`src/rtl/sp_disp_pkg.sv`:
```
package sp_disp_pkg;
  typedef enum logic {
    ORDER_FWD = 1'b0,
    ORDER_REV = 1'b1
  } order_e;

  localparam int unsigned SP_DEF_WIDTH = 32;
endpackage

```
`src/rtl/sp_shift_stage.sv`:
```
module sp_shift_stage #(
  parameter int unsigned N = 32
) (
  input  logic         clk,
  input  logic         rst_n,
  input  logic         sclk,
  input  logic         sdi,
  output logic [N-1:0] sr_q,
  output logic [N-1:0] sr_nxt
);
  logic sclk_prev;
  logic fire;

  // falling transition of the sampled shift clock
  assign fire = sclk_prev & ~sclk;

  always_comb begin
    sr_nxt = sr_q;
    if (fire) sr_nxt = {sr_q[N-2:0], sdi};
  end

  always_ff @(posedge clk or negedge rst_n) begin
    if (!rst_n) begin
      sclk_prev <= 1'b0;
      sr_q      <= '0;
    end else begin
      sclk_prev <= sclk;
      sr_q      <= sr_nxt;
    end
  end
endmodule

```
`src/rtl/sp_latch_bank.sv`:
```
module sp_latch_bank #(
  parameter int unsigned N = 32
) (
  input  logic         clk,
  input  logic         rst_n,
  input  logic         le,
  input  logic [N-1:0] sr_q,
  input  logic [N-1:0] sr_nxt,
  output logic [N-1:0] view
);
  logic [N-1:0] held_q;

  // held copy tracks the post-edge register while enable is high
  always_ff @(posedge clk or negedge rst_n) begin
    if (!rst_n)  held_q <= '0;
    else if (le) held_q <= sr_nxt;
  end

  assign view = le ? sr_q : held_q;
endmodule

```
`src/rtl/sp_out_cond.sv`:
```
module sp_out_cond
  import sp_disp_pkg::*;
#(
  parameter int unsigned N     = 32,
  parameter order_e      ORDER = ORDER_FWD
) (
  input  logic [N-1:0] data,
  input  logic         pol,
  input  logic         blank,
  output logic [N-1:0] out_word
);
  logic [N-1:0] ordered;

  function automatic logic drive_level(input logic bit_v, input logic p, input logic b);
    // inactive level is pol; an active bit drives the opposite level
    if (b) return p;
    return bit_v ^ p;
  endfunction

  for (genvar i = 0; i < N; i++) begin : g_map
    if (ORDER == ORDER_REV) begin : g_rev
      assign ordered[i] = data[N-1-i];
    end else begin : g_fwd
      assign ordered[i] = data[i];
    end
    assign out_word[i] = drive_level(ordered[i], pol, blank);
  end
endmodule

```
`src/rtl/sp_disp_driver.sv`:
```
module sp_disp_driver
  import sp_disp_pkg::*;
#(
  parameter int unsigned N     = SP_DEF_WIDTH,
  parameter order_e      ORDER = ORDER_FWD
) (
  input  logic         clk,
  input  logic         rst_n,
  input  logic         sclk,
  input  logic         sdi,
  input  logic         le,
  input  logic         pol,
  input  logic         blank,
  output logic [N-1:0] out_word,
  output logic         sdo
);
  logic [N-1:0] sr_q;
  logic [N-1:0] sr_nxt;
  logic [N-1:0] latch_view;

  sp_shift_stage #(.N(N)) u_shift (
    .clk   (clk),
    .rst_n (rst_n),
    .sclk  (sclk),
    .sdi   (sdi),
    .sr_q  (sr_q),
    .sr_nxt(sr_nxt)
  );

  sp_latch_bank #(.N(N)) u_latch (
    .clk   (clk),
    .rst_n (rst_n),
    .le    (le),
    .sr_q  (sr_q),
    .sr_nxt(sr_nxt),
    .view  (latch_view)
  );

  sp_out_cond #(.N(N), .ORDER(ORDER)) u_out (
    .data    (latch_view),
    .pol     (pol),
    .blank   (blank),
    .out_word(out_word)
  );

  assign sdo = sr_q[N-1];
endmodule

```
`config.mk`:
```
export PLATFORM = sky130hd
export DESIGN_NAME = sp_disp_driver
export DESIGN_NICKNAME = d
export VERILOG_FILES = /design/src/rtl/sp_disp_pkg.sv /design/src/rtl/sp_shift_stage.sv /design/src/rtl/sp_latch_bank.sv /design/src/rtl/sp_out_cond.sv /design/src/rtl/sp_disp_driver.sv
export SDC_FILE = /design/constraint.sdc
export NUM_CORES = 1
export LEC_CHECK = 0
export ABC_CLOCK_PERIOD_IN_PS = 1900
export BUFFER_PORTS_ARGS = -buffer_cell sky130_fd_sc_hd__buf_4
export CORE_MARGIN = 2
export CORE_UTILIZATION = 40
export CTS_BUF_LIST = sky130_fd_sc_hd__clkbuf_4 sky130_fd_sc_hd__clkbuf_8 sky130_fd_sc_hd__clkbuf_16
export CTS_CLUSTER_SIZE = 40
export DETAILED_ROUTE_END_ITERATION = 6
export PLACE_DENSITY = 0.57
export SETUP_SLACK_MARGIN = 0.05
export SLEW_MARGIN = 10
export SYNTH_ARGS = -nofsm -noshare
export SYNTH_HDL_FRONTEND = slang
export SYNTH_HIERARCHICAL = 1
export SYNTH_SLANG_ARGS = --single-unit
```
`constraint.sdc`:
```
create_clock -name clk -period 1.9 [get_ports clk]
set_input_delay 0 -clock clk [delete_from_list [all_inputs] [get_ports clk]]
set_output_delay 0 -clock clk [all_outputs]
set_load 0.03 [all_outputs]
```
Word-level counts from Yosys, hierarchy flattened
Cells that the tools add are included.
Storage, ports and cells
  flip-flop bits (word level): 65
  input bits: 7
  output and inout port bits: 33
Cells by class
  muxes and demuxes: 36
  bitwise gates (word level): 34
Operator list (count)
  $mux 32: 2
  $mux 1: 34
  $xor 1x1->1: 32
  $and 1x1->1: 1
  $not 1->1: 1

Logic depth before layout (Yosys ltp)
  word-level depth: 3
  gate-level depth with buffers: 5
  mapped depth without buffers: 3

Modules after synthesis
The synthesis kept the hierarchy.
Modules (own cells, without submodules)
  sp_latch_bank: times used 1, cells an instance 103, area each 1878.1 um2, sequential area each 800.8 um2
  sp_shift_stage: times used 1, cells an instance 70, area each 1383.8 um2, sequential area each 825.8 um2
  sp_out_cond: times used 1, cells an instance 71, area each 767.0 um2, sequential area each 0.0 um2

Worst setup path before layout
Ideal clock, no wire load.
  kind: register -> register
  start: register u_shift.sclk_prev
  end: register u_latch.held_q[0]
  library setup time: 0.125 ns
  arrival time: 1.263 ns
  required time: 1.775 ns
  slack: 0.513 ns
  stages on the path, launching flop included: 6
  clock period less this slack: 1.387 ns
  cells stage by stage: dfrtp_1 > nor2b_4 > buf_6 > buf_12 > mux2_4 > mux2_2
Between the ends
  word-level cells in the longest chain between the ends: 2
Ends and longest elaborated chain
  start: declaration: RTL line sp_shift_stage.sv:11  | logic sclk_prev;
  start signal: assignment: RTL line sp_shift_stage.sv:27  | sclk_prev <= sclk;
  $and 1x1->1: RTL line sp_shift_stage.sv:15  | assign fire = sclk_prev & ~sclk;
  $mux 32: RTL line sp_shift_stage.sv:19  | if (fire) sr_nxt = {sr_q[N-2:0], sdi};
  net sr_nxt[0]: RTL line sp_disp_driver.sv:18  | logic [N-1:0] sr_nxt;
  end signal: assignment: RTL line sp_latch_bank.sv:16  | else if (le) held_q <= sr_nxt;
  end: declaration: RTL line sp_latch_bank.sv:11  | logic [N-1:0] held_q;
The timed path passes the listed nets, and every way through them passes these cells.
A chain may end at the register's enable or synchronous reset.

Final worst setup path
  start: register u_shift.sclk_prev
  end: register u_latch.held_q[30]
The elaborated chain is that of the path after synthesis.

==> reports/metrics.json <==
{
  "status": "completed",
  "synth.yosys.warnings": 6,
  "cts_tree": "built",
  "yosys_register_bits": 65,
  "grt_start_max_net_pins": 66,
  "clock_tree.buffer_depth": 2,
  "r2r_cells": 4,
  "finalWirelength_um": 5851,
  "netlist_instances": 244,
  "max_cap_violations": 0,
  "timing.reg2reg.setup_slack_ns": 0.43,
  "n_antenna_cell": 0,
  "floorplan.die.height_um": 104.4,
  "cts_root_buffer": "clkbuf_8",
  "worst_path_max_delay_cell": "mux2_2",
  "grt_setup_unrepaired": "false",
  "vdd_drop_max_mv": 0.5403,
  "floorplan.initialDensity": 0.4122,
  "synth_top_family_by_area": "multiplexers",
  "netlist_top_cells_area": "dfrtp_1 40%, mux2_4 34%, nand2b_4 10%",
  "postSynth.topFlopCell": "dfrtp_1",
  "p_total_mw": 4.572,
  "synth-adder-area-share": 0,
  "path_class": "reg -> reg",
  "drt_iter0_markers": 77,
  "wl_per_cell_um": 13.93,
  "groute.usage.overall": 0.1197,
  "synth_most_common_cell": "mux2_4",
  "max_stage_delay_ns": 0.38,
  "hold_viol_final": 0,
  "multi_input_area_um2": 2138,
  "detailedRoute.firstPassIterationCount": 4,
  "critPathRequiredTime_ns": 2.12,
  "grt_antenna_before_repair": 0,
  "async_reset_ff_frac": 1.000,
  "cp-start-kind": "register",
  "critPathArrivalTime_ns": 1.69,
  "ff_latch_area_um2": 1627,
  "worstPathMaxFanout": 32,
  "timing.rr.start": "u_shift/sclk_prev",
  "final.period_utilization": 0.7761,
  "number_of_cts_inserted_buffers": 9,
  "post-route-cell-area_um2": 4481,
  "path_common_cell": "mux2_2",
  "timing.setup.tns_ns": 0,
  "avgViaCountPerCell": 4.469,
  "crit_chain": "nor2b_4 > buf_12 > mux2_2 > mux2_2",
  "design.die.area_um2": 10890,
  "timing.critical_path.to_type": "register",
  "via_count_of_the_first_global_routing_pass": 1978,
  "highest_clock_rate_mhz": 678.1,
  "holdCritStartpoint": "le",
  "port_buffers": 39,
  "finish.net_count": 289,
  "post_synth_num_cell_types": 11,
  "worst_hold_path_ep": "u_latch/held_q[25]",
  "leakage_nw": 2.205,
  "final_cell_count_no_fill": 420,
  "final-setup-viol-count": 0,
  "drtAntennaViolNets": 0,
  "worst_clock_skew_ns": 0.005075,
  "clock_latency_ns": 0.33,
  "cp_top_family": "multiplexers",
  "power_density_nw_per_um2": 1020,
  "library_cell_occupying_the_most_area_in_the_post_synthesis_netlist": "dfrtp_1",
  "number_of_stages_on_the_worst_hold_path": 2,
  "synth_simple_gate_area_share": 0.1090,
  "post_synth.cell_area_avg_um2": 16.51,
  "place_congestion": 0.6644,
  "synth_area_um2": 4029,
  "worstMarginPinSlew_ns": 0.8111,
  "synth_edf_count": 0,
  "synth_top_area_share": 0.4037,
  "area_growth_pct": 11.21,
  "place_hpwl_um": 3632,
  "fp.dieW_um": 104.4,
  "muxShareOfSynthArea": 0.3522,
  "cts.repair.resized": 0,
  "placed_cells_incl_taps": 401,
  "synth_compound_area_frac": 0,
  "dpl-instance-area_um2": 4284,
  "design.portCount": 40,
  "clkSlewWorstSetupHoldPaths_ns": 0.07,
  "slew_violations": 0,
  "drt_drc_violations_left": 0,
  "synthTopCellsByCount": "90 x mux2_4, 65 x dfrtp_1, 32 x xnor2_1",
  "dr_total_vias": 1877,
  "fillerInstances": 883,
  "cp.buffers_inverters": 1,
  "synth_seq_area_share": 0.4037,
  "floorplan.rows": 36,
  "r2r-end": "u_latch/held_q[30]",
  "h_tree_lvls": 3,
  "min-delay-path-class": "in -> reg",
  "period_needed_ns": 1.475,
  "first_pass_grt_wire_length_um": 10290,
  "synthXorXnorAreaFrac": 0.06957,
  "layout-drive-gt1-share": 0.6446,
  "slew_headroom": 0.4593,
  "core_area_um2": 9774,
  "mappedNetlistNets": 251,
  "grt-ovfl-total": 0,
  "tritoncts_num_sinks": 65
}
==> how the worst max path moves through the flow <==
stage                      startpoint  depth (start not counted)                  to
finish              u_shift/sclk_prev                          4  u_latch/held_q[30]
global route        u_shift/sclk_prev                          4  u_latch/held_q[30]
CTS                 u_shift/sclk_prev                          4  u_latch/held_q[30]
detailed placement  u_shift/sclk_prev                          4  u_latch/held_q[30]
global placement    u_shift/sclk_prev                          4  u_latch/held_q[31]
floorplan           u_shift/sclk_prev                          5   u_latch/held_q[0]
==> layout make-up <==
| type | instances | area share |
|---|---|---|
| Tap cell | 133 | 0.03714 |
| Timing Repair Buffer | 45 | 0.08545 |
| Multi-Input combinational cell | 161 | 0.4772 |
| Clock inverter | 4 | 0.004468 |
| Clock buffer | 12 | 0.03267 |
| Sequential cell | 65 | 0.3630 |
==> sequential cells by signal, indices dropped and copies added, names as in the netlist <==
register           count
u_shift/sr_q          32
u_shift/sclk_prev      1
u_latch/held_q        32
==> cell usage in the layout, fill, tap and decap left out <==
cell and count:
buf_4 39, mux2_4 90, nor2b_4 1, clkbuf_8 9, nand2b_4 30, nand2b_1 2, xnor2_1 32, dfrtp_1 65
dlygate4sd3_1 3, clkbuf_4 3, buf_12 3, mux2_2 6, clkinv_2 4
==> power breakdown <==
group / leakage [nW] / switching (mW) / total [mW] / internal (mW)
clock: 0.0942 / 0.481 / 0.989 / 0.508
combinational: 1.25 / 0.706 / 1.69 / 0.985
sequential: 0.858 / 0.206 / 1.89 / 1.69
==> cell families (layout without fill, tap and decap cells) <==
group / Yosys count / after routing
multiplexers: 96 / 96
flip-flops: 65 / 65
AND/OR/NAND/NOR: 33 / 33
XOR/XNOR: 32 / 32
buffers and inverters: 18 / 61
==> repair_timing <==
item                      in CTS  in global routing
hold endpoints to repair      67                  0
hold buffers                   3                  0
buffers inserted               0                  0
==> layer usage <==
layer | share of wire | GRT usage
met4 | 0.0092 | 0.04344
met3 | 0.039 | 0.04010
met2 | 0.47 | 0.1751
met1 | 0.48 | 0.1644
met5 | 0 | 0
==> through the flow <==
stage,hold WS [ns],worst slack [ns],util
3_3_place_gp,0.1389,0.4306,0.4383
4_1_cts,0.09579,0.4022,0.4584
5_1_grt,0.09425,0.3570,0.4584
2_1_floorplan,-0.2956,0.5126,-
3_5_place_dp,0.1385,0.4126,0.4383
6_report,0.1107,0.4254,0.4584
Power figures use the tool's default switching activity.
